**src/rtl/rduf_pkg.sv**
```systemverilog
package rduf_pkg;

  typedef enum logic [1:0] {
    ST_IDLE = 2'd0,
    ST_FILL = 2'd1,
    ST_XFER = 2'd2
  } rduf_state_e;

  // Return may begin once the policy threshold is met, or early when the
  // destination has already delivered its final word.
  function automatic logic rduf_can_start(input logic line_mode,
                                          input int unsigned lvl,
                                          input logic done,
                                          input int unsigned line_words);
    int unsigned need;
    need = line_mode ? line_words : 32'd2;
    return (lvl >= need) || (done && (lvl != 0));
  endfunction

  // True once the consecutive-wait budget has been used up.
  function automatic logic rduf_budget_spent(input int unsigned cnt,
                                             input int unsigned max_wait);
    return cnt >= max_wait;
  endfunction

endpackage

```
**src/rtl/rduf_mode_reg.sv**
```systemverilog
module rduf_mode_reg (
  input  logic clk,
  input  logic rst_n,
  input  logic cfg_wr,
  input  logic cfg_wdata,
  input  logic capture,
  output logic mode_q
);

  logic mode_r;

  always_ff @(posedge clk or negedge rst_n) begin
    if (!rst_n) mode_r <= 1'b0;
    else if (cfg_wr) mode_r <= cfg_wdata;
  end

  always_ff @(posedge clk or negedge rst_n) begin
    if (!rst_n) mode_q <= 1'b0;
    else if (capture) mode_q <= mode_r;
  end

  // policy register comes out of reset as patient
  assert_mode_reset_R1: assert property (@(posedge clk) disable iff (!rst_n)
    $rose(rst_n) |-> (!mode_r && !mode_q));

endmodule

```
**src/rtl/rduf_wait_ctr.sv**
```systemverilog
module rduf_wait_ctr #(
  parameter int MAX_WAIT = 7,
  localparam int WCNT_W = $clog2(MAX_WAIT + 1)
) (
  input  logic clk,
  input  logic rst_n,
  input  logic clr,
  input  logic inc,
  output logic spent
);

  logic [WCNT_W-1:0] cnt_q;

  always_ff @(posedge clk or negedge rst_n) begin
    if (!rst_n) cnt_q <= '0;
    else if (clr) cnt_q <= '0;
    else if (inc && (cnt_q != WCNT_W'(MAX_WAIT))) cnt_q <= cnt_q + 1'b1;
  end

  assign spent = rduf_pkg::rduf_budget_spent(32'(cnt_q), MAX_WAIT);

  // the budget only becomes spent after a wait state was requested
  assert_spent_needs_wait_R6: assert property (@(posedge clk) disable iff (!rst_n)
    $rose(spent) |-> $past(inc));

  // a clear empties the budget on the next cycle
  assert_clear_resets_R8: assert property (@(posedge clk) disable iff (!rst_n)
    clr |=> !spent);

endmodule

```
**src/rtl/rduf_seq.sv**
```systemverilog
module rduf_seq
  import rduf_pkg::*;
#(
  parameter int LVL_W = 5,
  parameter int LINE_WORDS = 8
) (
  input  logic             clk,
  input  logic             rst_n,
  input  logic             txn_start,
  input  logic             mode_q,
  input  logic [LVL_W-1:0] buf_level,
  input  logic             src_ready,
  input  logic             dst_done,
  input  logic             wait_spent,
  output logic             trdy,
  output logic             stop,
  output logic             discard,
  output logic             pf_req,
  output logic             buf_pop,
  output logic             wait_clr,
  output logic             wait_inc,
  output logic             idle
);

  rduf_state_e state_q, state_d;
  logic        empty;
  logic        start_ok;

  assign empty    = (buf_level == '0);
  assign start_ok = rduf_can_start(mode_q, 32'(buf_level), dst_done, LINE_WORDS);
  assign idle     = (state_q == ST_IDLE);

  always_comb begin
    state_d  = state_q;
    trdy     = 1'b0;
    stop     = 1'b0;
    discard  = 1'b0;
    pf_req   = 1'b0;
    buf_pop  = 1'b0;
    wait_clr = 1'b0;
    wait_inc = 1'b0;
    unique case (state_q)
      ST_IDLE: begin
        if (txn_start) begin
          wait_clr = 1'b1;
          state_d  = ST_FILL;
        end
      end
      ST_FILL: begin
        pf_req = !dst_done;
        if (start_ok) begin
          state_d = ST_XFER;
        end else if (dst_done && empty) begin
          stop    = 1'b1;
          state_d = ST_IDLE;
        end
      end
      ST_XFER: begin
        if (!empty) begin
          trdy     = 1'b1;
          buf_pop  = src_ready;
          wait_clr = src_ready;
          pf_req   = !dst_done;
        end else if (dst_done) begin
          stop    = 1'b1;
          state_d = ST_IDLE;
        end else if (mode_q) begin
          stop    = 1'b1;
          discard = 1'b1;
          state_d = ST_IDLE;
        end else if (wait_spent) begin
          stop    = 1'b1;
          state_d = ST_IDLE;
        end else begin
          pf_req   = 1'b1;
          wait_inc = 1'b1;
        end
      end
      default: state_d = ST_IDLE;
    endcase
  end

  always_ff @(posedge clk or negedge rst_n) begin
    if (!rst_n) state_q <= ST_IDLE;
    else state_q <= state_d;
  end

  // never pop an empty buffer
  assert_pop_nonempty_R5: assert property (@(posedge clk) disable iff (!rst_n)
    buf_pop |-> !empty);

  // after a disconnect the controller is idle
  assert_stop_then_idle_R7: assert property (@(posedge clk) disable iff (!rst_n)
    stop |=> (idle && !trdy));

  // a patient-policy underflow disconnect only after the wait budget is spent
  assert_stop_after_budget_R7: assert property (@(posedge clk) disable iff (!rst_n)
    (stop && !discard && !dst_done && !mode_q) |-> wait_spent);

  // discard only in the strict policy, together with a disconnect and no prefetch
  assert_discard_strict_R9: assert property (@(posedge clk) disable iff (!rst_n)
    discard |-> (mode_q && stop && !pf_req));

  // no ready in the patient policy until two words were seen in fill
  assert_patient_threshold_R3: assert property (@(posedge clk) disable iff (!rst_n)
    (state_q == ST_FILL && !mode_q && !dst_done && buf_level < LVL_W'(2)) |=> !trdy);

endmodule

```
**src/rtl/rd_underflow_ctrl.sv**
```systemverilog
module rd_underflow_ctrl #(
  parameter int DW = 32,
  parameter int DEPTH = 16,
  parameter int LINE_WORDS = 8,
  parameter int MAX_WAIT = 7,
  localparam int LVL_W = $clog2(DEPTH + 1)
) (
  input  logic             clk,
  input  logic             rst_n,
  input  logic             cfg_wr,
  input  logic             cfg_wdata,
  input  logic             txn_start,
  input  logic [LVL_W-1:0] buf_level,
  input  logic [DW-1:0]    buf_data,
  input  logic             dst_done,
  input  logic             src_ready,
  output logic             trdy,
  output logic             stop,
  output logic             discard,
  output logic             pf_req,
  output logic             buf_pop,
  output logic [DW-1:0]    data_out
);

  logic mode_q;
  logic idle_w;
  logic start_evt;
  logic wait_clr;
  logic wait_inc;
  logic wait_spent;

  assign start_evt = idle_w && txn_start;
  assign data_out  = buf_data;

  rduf_mode_reg u_mode (
    .clk       (clk),
    .rst_n     (rst_n),
    .cfg_wr    (cfg_wr),
    .cfg_wdata (cfg_wdata),
    .capture   (start_evt),
    .mode_q    (mode_q)
  );

  rduf_wait_ctr #(.MAX_WAIT(MAX_WAIT)) u_wait (
    .clk   (clk),
    .rst_n (rst_n),
    .clr   (wait_clr),
    .inc   (wait_inc),
    .spent (wait_spent)
  );

  rduf_seq #(.LVL_W(LVL_W), .LINE_WORDS(LINE_WORDS)) u_seq (
    .clk        (clk),
    .rst_n      (rst_n),
    .txn_start  (txn_start),
    .mode_q     (mode_q),
    .buf_level  (buf_level),
    .src_ready  (src_ready),
    .dst_done   (dst_done),
    .wait_spent (wait_spent),
    .trdy       (trdy),
    .stop       (stop),
    .discard    (discard),
    .pf_req     (pf_req),
    .buf_pop    (buf_pop),
    .wait_clr   (wait_clr),
    .wait_inc   (wait_inc),
    .idle       (idle_w)
  );

  // the latched policy stays fixed for the whole transaction
  assert_policy_held_R2: assert property (@(posedge clk) disable iff (!rst_n)
    (!idle_w && !$past(idle_w)) |-> $stable(mode_q));

  // ready and disconnect are never offered together
  assert_ready_xor_stop_R5: assert property (@(posedge clk) disable iff (!rst_n)
    !(trdy && stop));

endmodule

```
**config.mk**
```make
export PLATFORM = sky130hd
export DESIGN_NAME = rd_underflow_ctrl
export DESIGN_NICKNAME = d
export VERILOG_FILES = /design/src/rtl/rduf_pkg.sv /design/src/rtl/rduf_mode_reg.sv /design/src/rtl/rduf_wait_ctr.sv /design/src/rtl/rduf_seq.sv /design/src/rtl/rd_underflow_ctrl.sv
export SDC_FILE = /design/constraint.sdc
export NUM_CORES = 1
export LEC_CHECK = 0
export ABC_AREA = 1
export BUFFER_PORTS_ARGS = -buffer_cell sky130_fd_sc_hd__buf_2
export CAP_MARGIN = 15
export CELL_PAD_IN_SITES_DETAIL_PLACEMENT = 0
export CELL_PAD_IN_SITES_GLOBAL_PLACEMENT = 1
export CORE_MARGIN = 3
export CORE_UTILIZATION = 23
export DETAILED_ROUTE_END_ITERATION = 10
export MAX_ROUTING_LAYER = met4
export PLACE_DENSITY_LB_ADDON = 0.1
export RECOVER_POWER = 50
export SYNTH_ARGS = -nofsm -noshare
export SYNTH_HDL_FRONTEND = slang
export SYNTH_SLANG_ARGS = --single-unit
```
**constraint.sdc**
```tcl
create_clock -name clk -period 1.9 [get_ports clk]
set_input_delay 0.19 -clock clk [delete_from_list [all_inputs] [get_ports clk]]
set_output_delay 0.19 -clock clk [all_outputs]
set_load 0.05 [all_outputs]
```
==> flow_metrics.tcl, run 1 <==
set metrics [dict create \
    status "did not finish" \
    stop_stage "detailed routing (5_2_route)" \
    error "[ERROR DRT-0255] Maze Route cannot find path of net buf_data[7] in worker of routeBox ( 48300 0 ) ( 67795 48300 )." \
    numCtsBuffers 3 \
    grt_pass1_wl_um 2766 \
    antenna_found_initial 0 \
    synth_area_per_cell_sq_um 7.200 \
    synth-seq-cells 7 \
    synth_cell_types 19 \
    grtUsageTotal 0.08151 \
    grt_start_max_net_pins 8 \
    synth_fp_nets 173 \
    cts_htree_levels 1 \
    ios 81 \
    start_util 0.2513 \
    dp_hpwl_um 1393 \
    place_ws_ps 151.6 \
    worst-ep-kind "top-level output" \
    die_h_um 67.80 \
    chipWidth_um 67.80 \
    routabilityCongestion 0.7101 \
    cts-root-buf "clkbuf_8" \
    synth-seq-area-share 0.1994 \
    synth.cell_area_sq_um 878.3 \
    crit_endpoint "stop" \
    gr-total-overflow 0 \
    clockBufferDepth 2 \
    grt_pass1_vias 662 \
    io_buffers 16 \
    fp-row-count 21 \
    yosys_warnings 0 \
    cts.sinks 7 \
    syn_inst 122 \
]
-- layer usage --
layer / global-route usage
met1: 0.08640
met3: 0.02329
met5: -
met4: 0.04963
met2: 0.1337
-- through the flow --
step / hold WS, ps / utilization / cells / instance area [sq um]
floorplan: -105.6 / - / 122 / 892.1
global placement: 38.70 / 0.2259 / 152 / 789.5
detailed placement: 35.96 / 0.2259 / 152 / 789.5
CTS: 188.2 / 0.2442 / 157 / 853.3
global route: 203.3 / 0.2675 / 165 / 934.6
-- cell families after synthesis --
group                      count (synthesis)  synth area share
buffers and inverters                     52            0.3590
and+or+nand+nor                           48            0.2892
AOI/OAI and AO/OA                          8           0.05271
adders and majority gates                  7           0.09971
DFF                                        7            0.1994
-- cell usage after synthesis, drive strengths merged --
cell type / n / share of area
nand2: 25 / 0.11
nand4: 2 / 0.031
a21oi: 4 / 0.023
nor2: 14 / 0.085
dfrtp: 7 / 0.20
nor4: 1 / 0.0071
ha: 7 / 0.10
a21boi: 1 / 0.0086
inv: 20 / 0.085
buf: 32 / 0.27
nand3: 5 / 0.043
nand3b: 1 / 0.013
o21ai: 3 / 0.021
-- repair_timing --
| action | CTS | global route |
|---|---|---|
| setup buffers | 0 | 8 |
| gates resized for setup | 4 | 9 |
| hold buffers | 1 | 0 |
| pin swaps | 0 | 5 |
| setup endpoints to repair | 2 | 3 |
| hold endpoints to repair | 7 | 0 |
==> run 2: changes to the inputs <==
Settings changed: CELL_PAD_IN_SITES_DETAIL_PLACEMENT 0 to unset, CELL_PAD_IN_SITES_GLOBAL_PLACEMENT 1 to unset, CORE_UTILIZATION 23 to 20, MAX_ROUTING_LAYER met4 to unset, PLACE_DENSITY_LB_ADDON 0.1 to 0.15.
==> flow_metrics.tcl, run 2 <==
set metrics [dict create \
    status "completed" \
    place_ws_ps 145.2 \
    cts.sinks 7 \
    cts-root-buf "clkbuf_8" \
    hold_class "in2reg" \
    chipWidth_um 72.27 \
    routed_wl_um 1696 \
    fmax_mhz 543.1 \
    reg_top3 "u_wait.cnt_q x3, u_seq.state_q x2" \
    start_util 0.2134 \
    fin_skew_ps 1.792 \
    clockBufferDepth 2 \
    hold_violations 0 \
    antenna_found_initial 0 \
    worstPathMaxFanout 4 \
    yosys_warnings 0 \
    cts_htree_levels 1 \
    diodes 0 \
    ios 81 \
    synth_area_per_cell_sq_um 7.200 \
    period_needed_ps 1841 \
    drive_gt1_frac 0.3628 \
    vdd_ir_drop_max_mv 0.3247 \
    postRouteAntennaNets 0 \
    synth-seq-area-share 0.1994 \
    startpoint_type "flop" \
    grt_pass1_vias 569 \
    fillers 464 \
    setup_violations 0 \
    timing.critical_path.mode_cell "nand2_2" \
    fin_nets 165 \
    wire_per_inst_um 10.40 \
    insertion_delay_ps 220 \
    syn_inst 122 \
    tightest_slew_ps 254.3 \
    drc 0 \
    largest_register_ffs 3 \
    ff2ff_path_depth 8 \
    final_cell_mix "nand2_1, inv_1, buf_2, nor2_1, dfrtp_1" \
    required_ps 1710 \
    max_cap_viol_count 0 \
    numCtsBuffers 3 \
    p_leak_nw 0.4554 \
    holdWs_ps 184.2 \
    dp_hpwl_um 1448 \
    synth_area_leader_cell "buf_4" \
    synth_fp_nets 173 \
    crit_path_end_kind "output pin" \
    dieArea_sq_mm 0.005223 \
    fp-row-count 23 \
    dr_total_vias 625 \
    placed_cell_area_sq_um 794.5 \
    gr-total-overflow 0 \
    final_max_slew_viol_count 0 \
    slowest_stage "dfrtp_1" \
    io_buffers 16 \
    dr.pass1.iters 4 \
    areaGrowthSynthToFinish_pct 2.707 \
    synth.cell_area_sq_um 878.3 \
    relSlewSlack 0.8316 \
    viasPerCell 3.834 \
    synth-seq-cells 7 \
    final_common_cell "nand2_1" \
    ys_async_sr_fraction 1.000 \
    clk_pin_slew_ps 40 \
    yosys-top-cells-area "buf_4, dfrtp_1, nand2_1" \
    cp.arrival_ps 1650 \
    postLayoutCoreUtil 0.2192 \
    core_area_sq_mm 0.004115 \
    drtIter0Drc 22 \
    routabilityCongestion 0.7250 \
    synth_edf_count 0 \
    pwr_density_cell_mw_per_mm2 1043 \
    grtUsageTotal 0.06500 \
    rsz0062_at_grt "true" \
    synth_top_area_frac 0.2735 \
    final_area_sq_um 902.1 \
    synth_common_cells "buf_4, nand2_1, inv_1" \
    min_period_over_period 0.9691 \
    tritoncts "yes" \
    grt_start_max_net_pins 8 \
    critPathMaxStageDelay_ps 390 \
    hold_depth 2 \
    synth_cell_types 19 \
    path_cells "ha_2 -> ha_4 -> inv_4 -> nand4_4 -> nand2_2 -> nand2_2 -> a21boi_2 -> buf_6" \
    regMostFlops "u_wait.cnt_q" \
    fin_ws_ps 58.69 \
    grt_pass1_wl_um 2580 \
    crit_type "reg2out" \
    ys.flop_type "dfrtp_1" \
    rrSetupSlack_ps 500 \
    yosys.cell_count.top_type "buf_4" \
    die_h_um 72.27 \
]
[run 2: cell counts after synthesis]
No cell type changed its count.
[run 2: routing by layer]
metal	GRT usage	wire, um	vias to the layer above
met5	0	0	-
li1	-	-	321
met1	0.08249	754	265
met2	0.08696	689	29
met4	0.05846	59	0
met3	0.01939	193	10
[run 2: worst paths after layout]
kind,from,endpoint
worst min register to register,u_seq.state_q[1]$_DFFE_PN0P_,u_seq.state_q[1]$_DFFE_PN0P_
min in group asynchronous,rst_n,u_wait.cnt_q[1]$_DFFE_PN0P_
worst min-delay path,cfg_wr,u_mode.mode_r$_DFFE_PN0P_
worst max-delay path,u_wait.cnt_q[1]$_DFFE_PN0P_,pf_req
max in group asynchronous,rst_n,u_wait.cnt_q[2]$_DFFE_PN0P_
worst max register to register,u_wait.cnt_q[1]$_DFFE_PN0P_,u_wait.cnt_q[1]$_DFFE_PN0P_
[run 2: worst max-delay path: cells and delay by family (launching register included)]
kind	cells	cell delay, ps
buffers and inverters	2	220
AND/OR/NAND/NOR	3	290
adder cells (fa/ha/maj)	2	370
AO/OA/AOI/OAI	1	140
flip-flops	1	390
[run 2: per-stage QoR]
| step | power, W | TNS [ps] | std cells |
|---|---|---|---|
| 4_1_cts | 0.0009352 | 0 | 161 |
| 5_1_grt | 0.001035 | -34.46 | 163 |
| 2_1_floorplan | 0.0007669 | -4.755 | 122 |
| 3_5_place_dp | 0.0007084 | 0 | 156 |
| 6_report | 0.0009407 | 0 | 163 |
| 3_3_place_gp | 0.0007027 | 0 | 156 |
[run 2: area by class of cell]
| type | instances | area (sq um) | share of cell area |
|---|---|---|---|
| multi-input combinational | 63 | 424.2 | 0.4702 |
| tap | 50 | 62.56 | 0.06935 |
| inverter | 20 | 77.57 | 0.08599 |
| sequential | 7 | 175.2 | 0.1942 |
| clock buffer | 4 | 45.04 | 0.04993 |
| timing repair buffer | 19 | 117.6 | 0.1304 |
[run 2: what timing repair did]
item | 4_1_cts | 5_1_grt
endpoints found under the setup margin | 2 | 3
gates cloned | 0 | 0
pin swaps | 0 | 3
endpoints found under the hold margin | 7 | 0
hold buffers | 1 | 0
setup buffers | 0 | 2
resized for setup | 5 | 8
[run 2: cells by family after synthesis]
family          after synthesis  synth area share
buf+inv                      52            0.3590
simple gates                 48            0.2892
compound gates                8           0.05271
fa+ha+maj                     7           0.09971
flops                         7            0.1994
[run 2: where the power goes]
group          internal, W  total [W]  switching, W
registers         0.000182   0.000208     0.0000255
clock network     0.000144   0.000200     0.0000560
logic             0.000194   0.000533      0.000338
(Power assumes the default switching activity.)
==> run 3: changes to the inputs <==
--- a/config.mk
+++ b/config.mk
@@ -13,3 +13,3 @@
 export DETAILED_ROUTE_END_ITERATION = 10
-export PLACE_DENSITY_LB_ADDON = 0.15
+export PLACE_DENSITY_LB_ADDON = 0.12
 export RECOVER_POWER = 50
==> constraint.sdc (replaced) <==
create_clock -name clk -period 1.9 [get_ports clk]
set_input_delay 0.285 -clock clk [delete_from_list [all_inputs] [get_ports clk]]
set_output_delay 0.285 -clock clk [all_outputs]
set_load 0.05 [all_outputs]
==> flow_metrics.tcl, run 3 (synthesis gave the netlist of run 2 again) <==
set metrics [dict create \
    dp_hpwl_um 1424 \
    required_ps 1620 \
    vdd_ir_drop_max_mv 0.3687 \
    fp-row-count 23 \
    power.share.clock 0.205 \
    hold_violations 0 \
    viasPerCell 3.778 \
    gr-total-overflow 0 \
    drtIter0Drc 12 \
    fin_nets 169 \
    cts.sinks 7 \
    status "completed" \
    tritoncts "yes" \
    ios 81 \
    numCtsBuffers 3 \
    dr_total_vias 631 \
    drc 0 \
    dieArea_sq_mm 0.005223 \
    grtUsageTotal 0.06866 \
    p_leak_nw 0.4760 \
    core_area_sq_mm 0.004115 \
    max_cap_viol_count 0 \
    relSlewSlack 0.8342 \
    place_ws_ps 65.51 \
    min_period_over_period 0.9575 \
    cts_htree_levels 1 \
    grt_pass1_vias 624 \
    postRouteAntennaNets 0 \
    diodes 0 \
    setup_violations 0 \
    grt_start_max_net_pins 8 \
    grt_pass1_wl_um 2794 \
    dr.pass1.iters 4 \
    cts-root-buf "clkbuf_8" \
    insertion_delay_ps 230 \
    final_common_cell "nand2_1" \
    clockBufferDepth 2 \
    tightest_slew_ps 250.5 \
    worstPathMaxFanout 3 \
    regMostFlops "u_wait.cnt_q" \
    intPower_w 0.0005762 \
    p_seq_frac 0.204 \
    crit_type "reg2out" \
    placed_cell_area_sq_um 809.5 \
    hold_class "in2reg" \
    combPwrFrac 0.590 \
    antenna_found_initial 0 \
    pwr_density_cell_mw_per_mm2 1069 \
    io_buffers 16 \
    final_max_slew_viol_count 0 \
    crit_path_end_kind "output pin" \
    start_util 0.2134 \
    final_cell_mix "nand2_1, inv_1, buf_2" \
    routabilityCongestion 0.6666 \
    die_h_um 72.27 \
    routed_wl_um 1686 \
    areaGrowthSynthToFinish_pct 8.974 \
    rsz0062_at_grt "true" \
    fin_ws_ps 80.77 \
    largest_register_ffs 3 \
    fin_skew_ps 0.5940 \
    period_needed_ps 1819 \
    p_switching_w 0.0004467 \
    final_area_sq_um 957.2 \
    startpoint_type "flop" \
    reg_top3 "u_wait.cnt_q x3, u_seq.state_q x2" \
    drive_gt1_frac 0.4359 \
    clk_pin_slew_ps 40 \
    power.total_w 0.001023 \
    power_switching_share 0.4367 \
    wire_per_inst_um 10.10 \
    cp.arrival_ps 1530 \
    chipWidth_um 72.27 \
    fmax_mhz 549.7 \
]
## run 3: cell count changes in the layout (fill, tap and decap cells not counted), sizes merged
cell,change
buf,+4
## run 3: worst paths after layout
kind,endpoint,slack (ps),cells after the start,start
max,stop,80,8,u_mode.mode_q$_DFFE_PN0P_
min,u_mode.mode_r$_DFFE_PN0P_,260,2,cfg_wr
max reg2reg,u_wait.cnt_q[2]$_DFFE_PN0P_,430,8,u_wait.cnt_q[1]$_DFFE_PN0P_
min reg2reg,u_seq.state_q[0]$_DFFE_PN0P_,520,2,u_seq.state_q[0]$_DFFE_PN0P_
max in group asynchronous,u_wait.cnt_q[2]$_DFFE_PN0P_,1320,2,rst_n
min in group asynchronous,u_seq.state_q[1]$_DFFE_PN0P_,420,2,rst_n
## run 3: what timing repair did
action | 4_1_cts | 5_1_grt
endpoints found under the hold margin | 7 | 0
hold buffers | 1 | 0
endpoints found under the setup margin | 3 | 3
pin swaps | 1 | 6
gates resized for setup | 8 | 11
buffers inserted | 2 | 2
## run 3: cell type report
class                      instances  area, sq um
inverter                          20        75.07
sequential                         7        175.2
clock buffer                       4        45.04
fill                             465         3158
multi-input combinational         63        449.2
tap                               50        62.56
timing repair buffer              23        150.1
## run 3: power groups by stage
stage | registers, W | logic, W | clock network (W)
2_1_floorplan | 0.000206 | 0.000561 | 0
3_3_place_gp | 0.000207 | 0.000524 | 0
3_5_place_dp | 0.000206 | 0.000517 | 0
4_1_cts | 0.000206 | 0.000543 | 0.000218
5_1_grt | 0.000217 | 0.000684 | 0.000221
6_report | 0.000209 | 0.000604 | 0.000210
## run 3: per-layer routing
layer | GRT usage | vias up | part of all wire
met1 | 0.08054 | 262 | 0.44
met3 | 0.02493 | 6 | 0.11
met2 | 0.09707 | 34 | 0.42
met4 | 0.06054 | 0 | 0.028
met5 | 0 | - | 0
li1 | - | 329 | -
## run 3: critical path, stage by stage, from the launching register on
cell     delay [ps]
dfrtp_1         390
inv_2           100
ha_4            200
nand2_2          60
nand2_2          50
nand2_2          80
nand4_1         100
a21oi_2         160
buf_6           170
## run 3: metrics by stage
step	TNS, ps	hold WS [ps]	utilization	instances
after floorplan	-99.76	-10.59	-	122
after global placement	0	135.5	0.1967	158
after detailed placement	0	136.7	0.1967	158
after CTS	0	255.4	0.2180	165
after global routing	-33.39	279.0	0.2326	167
final	0	259.3	0.2326	167
